$ cat config.mk
export PLATFORM = sky130hd
export DESIGN_NAME = uart_regblk
export DESIGN_NICKNAME = d
export VERILOG_FILES = /design/src/rtl/uart_regblk_pkg.sv /design/src/rtl/uart_regblk_tx.sv /design/src/rtl/uart_regblk_rx.sv /design/src/rtl/uart_regblk.sv
export SDC_FILE = /design/constraint.sdc
export NUM_CORES = 1
export LEC_CHECK = 0
export ABC_AREA = 1
export BUFFER_PORTS_ARGS = -buffer_cell sky130_fd_sc_hd__buf_2
export CAP_MARGIN = 5
export CORE_ASPECT_RATIO = 0.6
export CORE_MARGIN = 1.5
export CORE_UTILIZATION = 55
export DETAILED_ROUTE_END_ITERATION = 8
export GPL_ROUTABILITY_DRIVEN = 1
export PLACE_DENSITY = 0.76
export SLEW_MARGIN = 0
export SYNTH_ARGS = -nofsm -noshare
export SYNTH_HDL_FRONTEND = slang
export SYNTH_SLANG_ARGS = --single-unit
$ cat constraint.sdc
create_clock -name clk -period 2.34 [get_ports clk]
set_input_delay 0.468 -clock clk [delete_from_list [all_inputs] [get_ports clk]]
set_output_delay 0.468 -clock clk [all_outputs]
set_load 0.01 [all_outputs]
$ cat src/rtl/uart_regblk_pkg.sv
package uart_regblk_pkg;
  localparam int REG_W = 8;
  localparam int BUS_W = 32;

  // register byte offsets (word stride)
  localparam logic [5:0] OFS_DATA  = 6'h00;
  localparam logic [5:0] OFS_IEN   = 6'h04;
  localparam logic [5:0] OFS_ISRC  = 6'h08;
  localparam logic [5:0] OFS_LCTL  = 6'h0C;
  localparam logic [5:0] OFS_MCTL  = 6'h10;
  localparam logic [5:0] OFS_LSTAT = 6'h14;
  localparam logic [5:0] OFS_MSTAT = 6'h18;
  localparam logic [5:0] OFS_DIV   = 6'h1C;

  localparam int IEN_RX  = 0;
  localparam int IEN_TX  = 1;
  localparam int ST_RXAV = 0;
  localparam int ST_TXMT = 5;
  localparam int SRC_TXB = 1;

  localparam logic [REG_W-1:0] SRC_TX_CODE = 8'h02;
  localparam logic [REG_W-1:0] SRC_RX_CODE = 8'h04;
  localparam logic [REG_W-1:0] LSTAT_RST   = 8'h20;

  typedef enum logic [1:0] {RX_IDLE, RX_START, RX_DATA, RX_STOP} rx_state_e;

  // data bits per character from the 2-bit length code
  function automatic logic [3:0] char_bits(input logic [1:0] code);
    return 4'd5 + {2'b00, code};
  endfunction
endpackage

$ cat src/rtl/uart_regblk_tx.sv
module uart_regblk_tx #(
  parameter int DIV_W = 8
) (
  input  logic             clk,
  input  logic             rst_n,
  input  logic             start,
  input  logic [7:0]       data,
  input  logic [1:0]       wlen,
  input  logic [DIV_W-1:0] div,
  output logic             txd,
  output logic             busy,
  output logic             done
);
  import uart_regblk_pkg::*;

  logic [9:0]       frame_q;
  logic [3:0]       left_q;
  logic [DIV_W-1:0] cnt_q;
  logic             busy_q, done_q;

  logic [3:0] nbits;
  logic [7:0] keep;
  logic [9:0] frame_d;

  always_comb begin
    nbits   = char_bits(wlen);
    keep    = 8'hFF >> (2'd3 - wlen);
    frame_d = (10'h3FF << (nbits + 4'd1)) | {1'b0, data & keep, 1'b0};
  end

  always_ff @(posedge clk) begin
    if (!rst_n) begin
      frame_q <= '1;
      left_q  <= '0;
      cnt_q   <= '0;
      busy_q  <= 1'b0;
      done_q  <= 1'b0;
    end else begin
      done_q <= 1'b0;
      if (start && !busy_q) begin
        frame_q <= frame_d;
        left_q  <= nbits + 4'd2;
        cnt_q   <= div;
        busy_q  <= 1'b1;
      end else if (busy_q) begin
        if (cnt_q == '0) begin
          if (left_q == 4'd1) begin
            busy_q <= 1'b0;
            done_q <= 1'b1;
          end else begin
            frame_q <= {1'b1, frame_q[9:1]};
            left_q  <= left_q - 4'd1;
            cnt_q   <= div;
          end
        end else begin
          cnt_q <= cnt_q - 1'b1;
        end
      end
    end
  end

  assign txd  = busy_q ? frame_q[0] : 1'b1;
  assign busy = busy_q;
  assign done = done_q;
endmodule

$ cat src/rtl/uart_regblk_rx.sv
module uart_regblk_rx #(
  parameter int DIV_W = 8
) (
  input  logic             clk,
  input  logic             rst_n,
  input  logic             rxd,
  input  logic [1:0]       wlen,
  input  logic [DIV_W-1:0] div,
  output logic             valid,
  output logic [7:0]       char_out
);
  import uart_regblk_pkg::*;

  rx_state_e        st_q;
  logic [DIV_W-1:0] cnt_q;
  logic [2:0]       idx_q;
  logic [7:0]       sh_q;
  logic             valid_q;
  logic [7:0]       char_q;

  logic [DIV_W:0] half;
  logic [3:0]     nbits;

  always_comb begin
    half  = ({1'b0, div} + 1'b1) >> 1;
    nbits = char_bits(wlen);
  end

  always_ff @(posedge clk) begin
    if (!rst_n) begin
      st_q    <= RX_IDLE;
      cnt_q   <= '0;
      idx_q   <= '0;
      sh_q    <= '0;
      valid_q <= 1'b0;
      char_q  <= '0;
    end else begin
      valid_q <= 1'b0;
      case (st_q)
        RX_IDLE: if (!rxd) begin
          idx_q <= '0;
          if (half == '0) begin
            st_q  <= RX_DATA;
            cnt_q <= div;
          end else begin
            st_q  <= RX_START;
            cnt_q <= DIV_W'(half - 1'b1);
          end
        end
        RX_START: if (cnt_q == '0) begin
          st_q  <= rxd ? RX_IDLE : RX_DATA;
          cnt_q <= div;
        end else begin
          cnt_q <= cnt_q - 1'b1;
        end
        RX_DATA: if (cnt_q == '0) begin
          sh_q  <= {rxd, sh_q[7:1]};
          cnt_q <= div;
          idx_q <= idx_q + 3'd1;
          if (idx_q == 3'(nbits - 4'd1)) st_q <= RX_STOP;
        end else begin
          cnt_q <= cnt_q - 1'b1;
        end
        default: if (cnt_q == '0) begin
          st_q <= RX_IDLE;
          if (rxd) begin
            valid_q <= 1'b1;
            char_q  <= sh_q >> (2'd3 - wlen);
          end
        end else begin
          cnt_q <= cnt_q - 1'b1;
        end
      endcase
    end
  end

  assign valid    = valid_q;
  assign char_out = char_q;
endmodule

$ cat src/rtl/uart_regblk.sv
module uart_regblk #(
  parameter int ADDR_W = 8
) (
  input  logic              clk,
  input  logic              rst_n,
  input  logic              bus_sel,
  input  logic              bus_we,
  input  logic [ADDR_W-1:0] bus_addr,
  input  logic [31:0]       bus_wdata,
  output logic [31:0]       bus_rdata,
  output logic              bus_err,
  input  logic              rxd,
  output logic              txd,
  output logic              irq
);
  import uart_regblk_pkg::*;

  localparam int DIV_W = REG_W;

  logic [REG_W-1:0] ien_q, isrc_q, lctl_q, mctl_q, lstat_q, mstat_q, div_q, thr_q, rbr_q;
  logic [REG_W-1:0] isrc_d, lstat_d;
  logic             irq_q, irq_d, tx_pend_q, err_q;
  logic [BUS_W-1:0] rdata_q;
  logic [REG_W-1:0] rd_mux;
  logic [REG_W-1:0] wbyte;

  logic       mapped;
  logic [2:0] idx;
  logic       wr, rd;
  logic       wr_thr, wr_ien, wr_isrc, wr_lctl, wr_mctl, wr_lstat, wr_mstat, wr_div, rd_rbr;
  logic       tx_busy, tx_done, tx_start, tx_evt;
  logic       rx_valid;
  logic [7:0] rx_char;
  logic       unused_wdata_hi;

  assign unused_wdata_hi = ^bus_wdata[BUS_W-1:REG_W];
  assign wbyte   = bus_wdata[REG_W-1:0];
  assign mapped  = (bus_addr[1:0] == 2'b00) && ((bus_addr >> 5) == '0);
  assign idx     = bus_addr[4:2];
  assign wr      = bus_sel && mapped && bus_we;
  assign rd      = bus_sel && mapped && !bus_we;
  assign wr_thr   = wr && (idx == OFS_DATA[4:2]);
  assign wr_ien   = wr && (idx == OFS_IEN[4:2]);
  assign wr_isrc  = wr && (idx == OFS_ISRC[4:2]);
  assign wr_lctl  = wr && (idx == OFS_LCTL[4:2]);
  assign wr_mctl  = wr && (idx == OFS_MCTL[4:2]);
  assign wr_lstat = wr && (idx == OFS_LSTAT[4:2]);
  assign wr_mstat = wr && (idx == OFS_MSTAT[4:2]);
  assign wr_div   = wr && (idx == OFS_DIV[4:2]);
  assign rd_rbr   = rd && (idx == OFS_DATA[4:2]);

  assign tx_start = tx_pend_q && !tx_busy;
  // completion counts only when nothing else waits and no new write lands now
  assign tx_evt   = tx_done && !tx_pend_q && !wr_thr;

  uart_regblk_tx #(.DIV_W(DIV_W)) u_tx (
    .clk(clk), .rst_n(rst_n), .start(tx_start), .data(thr_q),
    .wlen(lctl_q[1:0]), .div(div_q), .txd(txd), .busy(tx_busy), .done(tx_done)
  );

  uart_regblk_rx #(.DIV_W(DIV_W)) u_rx (
    .clk(clk), .rst_n(rst_n), .rxd(rxd), .wlen(lctl_q[1:0]), .div(div_q),
    .valid(rx_valid), .char_out(rx_char)
  );

  always_comb begin
    lstat_d = lstat_q;
    if (wr_lstat) lstat_d = wbyte;
    if (rd_rbr)   lstat_d[ST_RXAV] = 1'b0;
    if (rx_valid) lstat_d[ST_RXAV] = 1'b1;
    if (tx_evt)   lstat_d[ST_TXMT] = 1'b1;
    if (wr_thr)   lstat_d[ST_TXMT] = 1'b0;

    isrc_d = isrc_q;
    if (wr_isrc) isrc_d = wbyte;
    if (wr_thr)  isrc_d[SRC_TXB] = 1'b0;
    if (wr_ien && wbyte[IEN_TX] && lstat_q[ST_TXMT]) isrc_d[SRC_TXB] = 1'b1;
    if (tx_evt) isrc_d = SRC_TX_CODE;
    if (rx_valid && ien_q[IEN_RX]) isrc_d = SRC_RX_CODE;

    irq_d = irq_q;
    if ((tx_evt && ien_q[IEN_TX]) || (rx_valid && ien_q[IEN_RX])) irq_d = 1'b1;
    if (wr_ien) begin
      if (!wbyte[IEN_TX])             irq_d = 1'b0;
      else if (lstat_q[ST_TXMT])      irq_d = 1'b1;
    end
  end

  always_comb begin
    case (idx)
      OFS_DATA[4:2]:  rd_mux = rbr_q;
      OFS_IEN[4:2]:   rd_mux = ien_q;
      OFS_ISRC[4:2]:  rd_mux = isrc_q;
      OFS_LCTL[4:2]:  rd_mux = lctl_q;
      OFS_MCTL[4:2]:  rd_mux = mctl_q;
      OFS_LSTAT[4:2]: rd_mux = lstat_q;
      OFS_MSTAT[4:2]: rd_mux = mstat_q;
      default:        rd_mux = div_q;
    endcase
  end

  always_ff @(posedge clk) begin
    if (!rst_n) begin
      ien_q     <= '0;
      isrc_q    <= '0;
      lctl_q    <= '0;
      mctl_q    <= '0;
      lstat_q   <= LSTAT_RST;
      mstat_q   <= '0;
      div_q     <= '0;
      thr_q     <= '0;
      rbr_q     <= '0;
      irq_q     <= 1'b0;
      tx_pend_q <= 1'b0;
      err_q     <= 1'b0;
      rdata_q   <= '0;
    end else begin
      if (wr_ien)   ien_q   <= wbyte;
      if (wr_lctl)  lctl_q  <= wbyte;
      if (wr_mctl)  mctl_q  <= wbyte;
      if (wr_mstat) mstat_q <= wbyte;
      if (wr_div)   div_q   <= wbyte;
      if (wr_thr)   thr_q   <= wbyte;
      if (rx_valid) rbr_q   <= rx_char;
      if (wr_thr)        tx_pend_q <= 1'b1;
      else if (tx_start) tx_pend_q <= 1'b0;
      lstat_q <= lstat_d;
      isrc_q  <= isrc_d;
      irq_q   <= irq_d;
      err_q   <= bus_sel && !mapped;
      if (bus_sel && !bus_we) rdata_q <= mapped ? {{(BUS_W-REG_W){1'b0}}, rd_mux} : '0;
    end
  end

  assign bus_rdata = rdata_q;
  assign bus_err   = err_q;
  assign irq       = irq_q;
endmodule

Word-level counts from Yosys, hierarchy flattened
Index checks and enable logic that the tools add are counted.
W data, S select, Z words.
- $add $sub $neg: 11
- reduce and logical (&&, ||, !) cells: 58
- equality and inequality tests: 18
- muxes and demuxes: 53
- bitwise gates (word level): 7
- shifts and indexed selects: 3
- operators by type and width (operator ; count):
    $mux W8 ; 9
    $pmux W8 S7 ; 1
    $mux W10 ; 4
    $logic_not A8 Y1 ; 3
    $sub A8 B1 Y8 const B ; 3
    $logic_and A1 B1 Y1 ; 23
    $mux W1 ; 19
    $mux W4 ; 4
    $pmux W8 S2 ; 1
    $mux W3 ; 5
    $mux W2 ; 7
    $eq A3 B3 Y1 const B ; 4
    $or A10 B9 Y10 ; 1
    $reduce_bool A2 Y1 ; 5
    $shl A10 B4 Y10 const A ; 1
    $add A8 B1 Y9 const B ; 1
    $logic_not A9 Y1 ; 1
    $reduce_and A3 Y1 ; 3
    $reduce_bool A3 Y1 ; 3
    $and A8 B8 Y8 ; 1
    $ne A2 B1 Y1 const B ; 4
    $shr A8 B2 Y8 ; 1
    $shr A8 B2 Y8 const A ; 1
    $eq A3 B2 Y1 const B ; 2
    other kinds (30) ; 43
- register bits after elaboration: 161
- output and inout port bits: 35
- logic and storage cells: 178
- input bits: 45

Depth between registers and ports, before layout
- word-level depth: 13
- depth in mapped cells: 14
- mapped depth without buffers: 14

Cells and area by module
Synthesis repeated with hierarchy kept, for this count alone.
- cells, all modules: 1098
- area, all modules: 7698.6 um^2
- by module, submodules not included (module ; instances ; seq. area each (um^2) ; cells an instance ; area an instance (um^2)):
    uart_regblk ; 1 ; 1661.6 ; 557 ; 4003.8
    uart_regblk_rx ; 1 ; 600.6 ; 323 ; 2149.6
    uart_regblk_tx ; 1 ; 480.5 ; 218 ; 1545.2

Least setup slack after synthesis
Ideal clock, no wire load.
- kind: reg-to-reg
- from: register lctl_q[1]
- to: register u_rx.st_q[0]
- required time: 2.273 ns
- path buffers: 2
- arrival time: 2.019 ns
- library setup time: 0.067 ns
- clock period less this slack: 2.086 ns
- path slack: 0.254 ns
- stages on the path, launching flop included: 12
- cells stage by stage: dfxtp_1 -> clkbuf_1 -> inv_1 -> clkbuf_1 -> ha_1 -> xor2_1 -> xor2_1 -> a31oi_1 -> nand2b_1 -> inv_1 -> nand2_1 -> a21oi_2
- cells in the longest elaborated chain, start to end: 5
- RTL lines (what ; RTL line ; RTL):
    start, declared ; uart_regblk.sv:20 ; logic [REG_W-1:0] ien_q, isrc_q, lctl_q, mctl_q, lstat_q, mstat_q, div_q, thr_q, rbr_q;
    start signal, assigned ; uart_regblk.sv:119 ; if (wr_lctl) lctl_q <= wbyte;
    $add A3 B2 Y4 ; uart_regblk_pkg.sv:29 ; return 4'd5 + {2'b00, code};
    $sub A3 B1 Y3 ; uart_regblk_rx.sv:60 ; if (idx_q == 3'(nbits - 4'd1)) st_q <= RX_STOP;
    $eq A3 B3 Y1 ; uart_regblk_rx.sv:60 ;
    $ne A2 B1 Y1 (no source line) ; -- ;
    $reduce_and A5 Y1 (no source line) ; -- ;
    end signal, assigned ; uart_regblk_rx.sv:51 ; st_q <= rxd ? RX_IDLE : RX_DATA;
    end, declared ; uart_regblk_rx.sv:14 ; rx_state_e st_q;
No other way between the ends.
A chain may end at the register's enable or synchronous reset.

Worst setup path in the final report
- from: register u_rx.st_q[0]
- to: register u_rx.cnt_q[2]
- cells in the longest elaborated chain, start to end: 4
- elaborated cells between the ends (all ways): 8
- those cells by class: eq/ne (4); mux (1); reduce/logical (3)
- RTL lines (what ; RTL line ; RTL):
    $eq A2 B1 Y1 / $eq A2 B2 Y1 (equally long branches) ; uart_regblk_rx.sv:39 ; case (st_q)
    $reduce_or A2 Y1 (no source line) ; -- ;
    $ne A3 B3 Y1 (no source line) ; -- ;
    $reduce_and A2 Y1 (no source line) ; -- ;
    end signal, assigned ; uart_regblk_rx.sv:44 ; cnt_q <= div;
    end signal, assigned ; uart_regblk_rx.sv:47 ; cnt_q <= DIV_W'(half - 1'b1);
    end signal, assigned ; uart_regblk_rx.sv:52 ; cnt_q <= div;
    end, declared ; uart_regblk_rx.sv:15 ; logic [DIV_W-1:0] cnt_q;
Several ways; a longest one is shown, not always the timed one.

==> results.ini <==
[clock_network]
root_buffer = clkbuf_16
hold_buffers = 0
cts.path.max_buffers = 2
clk_latency_ps = 430
cts_tree = done
cts_max_level = 4
cts_setup_buffers = 0
cts_buffers = 17
clk_pin_slew_worst_paths_ps = 70
cts.sinks = 137
cts-resized-gates = 0

[timing]
max_freq_mhz = 475
rsz0062_at_grt = no
slew_headroom_pct = 59.5
slew_violations = 0
tightest_slew_ps = 606
skew_ps = 10.5
period_share_pct = 90.0
finalSetupViolCount = 0
period_needed_ps = 2100
setup_slack_ps = 235
timing_hold_violations_final = 0
final.setup.tns_ps = 0

[layout]
multi_input_area_mm2 = 0.00370
area_delta_synth_final_pct = 11.3
regArea_mm2 = 0.00274
fin_util_pct = 62.5
fillers = 1090
drive_above_1_share_pct = 10.6
num_antenna_cells = 0
final_net_count = 1097
finalInstanceArea_mm2 = 0.00800

[yosys]
synth-edff-count = 0
async_reset_ff_share_pct = 0
yosys.area_share.simple_pct = 20.9
netlist_top_cells_area = dfxtp_1 38%, nand2_1 8.9%, a21oi_1 8.8%
synth_area_per_cell_um2 = 7.15
synth-compound-area-share_pct = 22.8
seq_area_frac_synth_pct = 38.1
netlist.area_leader.share_pct = 38.1
synth_most_common_cell = nand2_1
synth.distinct_cells = 44
syn-cell-area_mm2 = 0.00719
synth_top_family_by_area = compound AO/OA/AOI/OAI gates
syn_inst = 1006
synth_xor_area_share_pct = 2.07
yosys_warnings = 0
synth_common_cells = 171 x nand2_1, 137 x dfxtp_1, 126 x a21oi_1, 120 x inv_1, 106 x o21ai_0
ys.flop_type = dfxtp_1
synth_mux_area_share_pct = 0.557
synth-adder-area-share_pct = 3.83
ys_seq_elements = 137
synth_top_area_cell = dfxtp_1

[global_route]
grt_use_total_pct = 28.1
grt_pass1_wl_mm = 30.2
first_global_vias = 5822
antenna_found_initial = 0
grt-ovfl-total = 0
grt_start_max_net_pins = 81

[place]
port_buffers = 31
place_congestion = 0.955
dp_hpwl_mm = 13.1
dp_slack_ps = 155
place_area_mm2 = 0.00743

[critical_path]
cp.required_ps = 2700
cp_cell_sequence = inv_1, ha_1, nand2_1, inv_1, a21oi_1, inv_1, a31oi_1, nand2_1, a21oi_1
path_class = reg2reg
end_kind = register
crit_path_max_fanout = 13
slowest_stage = dfxtp_1
crit_top_cell = inv_1
crit_family = compound AO/OA/AOI/OAI gates
critPathBufInv = 3
critPathLaunchType = register
critPathArrivalTime_ps = 2460
critical-path-max-stage-delay_ps = 430

[detailed_routing]
route.met2.wl_mm = 7.48
wl_per_cell_um = 15.4
firstDrtPassIters = 6
routed_via_density = 5.57
highest-signal-layer = met4
drt-initial-drc-count = 526
drcViolationCount = 0
drt-total-wl_mm = 18.6
via_count = 6757
ant_nets = 0
wl_met3_mm = 1.71
wl_met1_mm = 9.26

[power]
powerDensity_mw_per_mm2 = 921
peakVddDrop_mv = 0.521
p_leak_uw = 0.00320

[die]
rows = 32
dieArea_mm2 = 0.0138
fp.dieH_um = 91.6
ios = 80
die_w_um = 151
core_area_mm2 = 0.0128
start_util_pct = 56.1

[worst_hold_path]
hold_class = in2reg

[outcome]
status = complete, no violations

[run]
maxCapViolCount = 0

[final cells by class]
type | count | area share (%)
inverter | 123 | 5.77
sequential | 137 | 34.3
tap | 170 | 2.66
multi-input combinational | 700 | 46.2
timing repair buffer | 51 | 3.97
clock inverter | 15 | 1.80
clock buffer | 17 | 5.32
[stage by stage]
step / hold slack, ps / total power (uW) / std cells
2_1_floorplan: 423 / 4340 / 1029
3_3_place_gp: 434 / 4690 / 1181
3_5_place_dp: 440 / 4730 / 1181
4_1_cts: 288 / 7330 / 1213
5_1_grt: 339 / 7780 / 1213
6_report: 296 / 7370 / 1213
[layout by cell type, fill, tap and decap left out, types with 5 or more instances in the layout]
cell type / synthesis / layout
nand3_1: 67 / 67
o211ai_1: 18 / 18
nand4_1: 8 / 8
xor2_1: 10 / 10
o21ai_0: 106 / 106
nor3_1: 9 / 9
dfxtp_1: 137 / 137
conb_1: 1 / 24
nand2_1: 171 / 171
a21oi_1: 126 / 126
xnor2_1: 7 / 7
clkbuf_16: 0 / 17
a211oi_1: 10 / 10
ha_1: 22 / 22
buf_2: 16 / 31
a31oi_1: 10 / 10
o22ai_1: 10 / 10
nor2_1: 58 / 58
buf_4: 26 / 19
inv_6: 0 / 5
inv_1: 120 / 120
[worst paths after layout]
check / end / slack, ps / from / cells past startpoint
worst min-delay path: bus_err / 300 / bus_sel / 3
worst min register to register: ien_q[7] / 450 / ien_q[7] / 2
worst max-delay path: u_rx.cnt_q[2] / 240 / u_rx.st_q[0] / 9
worst max register to register: u_rx.cnt_q[2] / 240 / u_rx.st_q[0] / 9
[flip-flops by register name, summed over array words and instances (netlist names), 2 cells and up]
register / flops
u_tx.frame_q: 10
bus_rdata: 8
div_q: 8
ien_q: 8
isrc_q: 8
lctl_q: 8
lstat_q: 8
mctl_q: 8
mstat_q: 8
rbr_q: 8
thr_q: 8
u_rx.char_out: 8
u_rx.cnt_q: 8
u_rx.sh_q: 8
u_tx.cnt_q: 8
u_tx.left_q: 4
u_rx.idx_q: 3
u_rx.st_q: 2
[tightest hold or removal path: cells and delay by family]
kind                   cells  cell delay (ps)
buffers and inverters      2              150
AND/OR/NAND/NOR            1               70
[cell families (layout without fill, tap and decap cells)]
| group | count (synthesis) | count (layout) |
|---|---|---|
| and+or+nand+nor | 337 | 337 |
| DFF | 137 | 137 |
| AOI/OAI and AO/OA | 296 | 296 |
| other | 1 | 24 |
| adders and majority gates | 22 | 22 |
| muxes | 4 | 4 |
| xor gates and xnor gates | 17 | 17 |
| buffers and inverters | 192 | 206 |
[power breakdown]
part	internal [uW]	leakage, uW	switching (uW)	total, uW
Sequential	2500	0.00111	131	2640
Clock	1480	0.000273	1160	2640
Combinational	691	0.00182	1400	2090
Total	4680	0.00320	2690	7370
[layer usage]
metal | vias to the layer above | GRT usage, %
met5 | - | 0
met1 | 3102 | 43.6
li1 | 3371 | -
met4 | 0 | 5.58
met3 | 16 | 7.64
met2 | 268 | 38.0
Power figures use the tool's default switching activity.
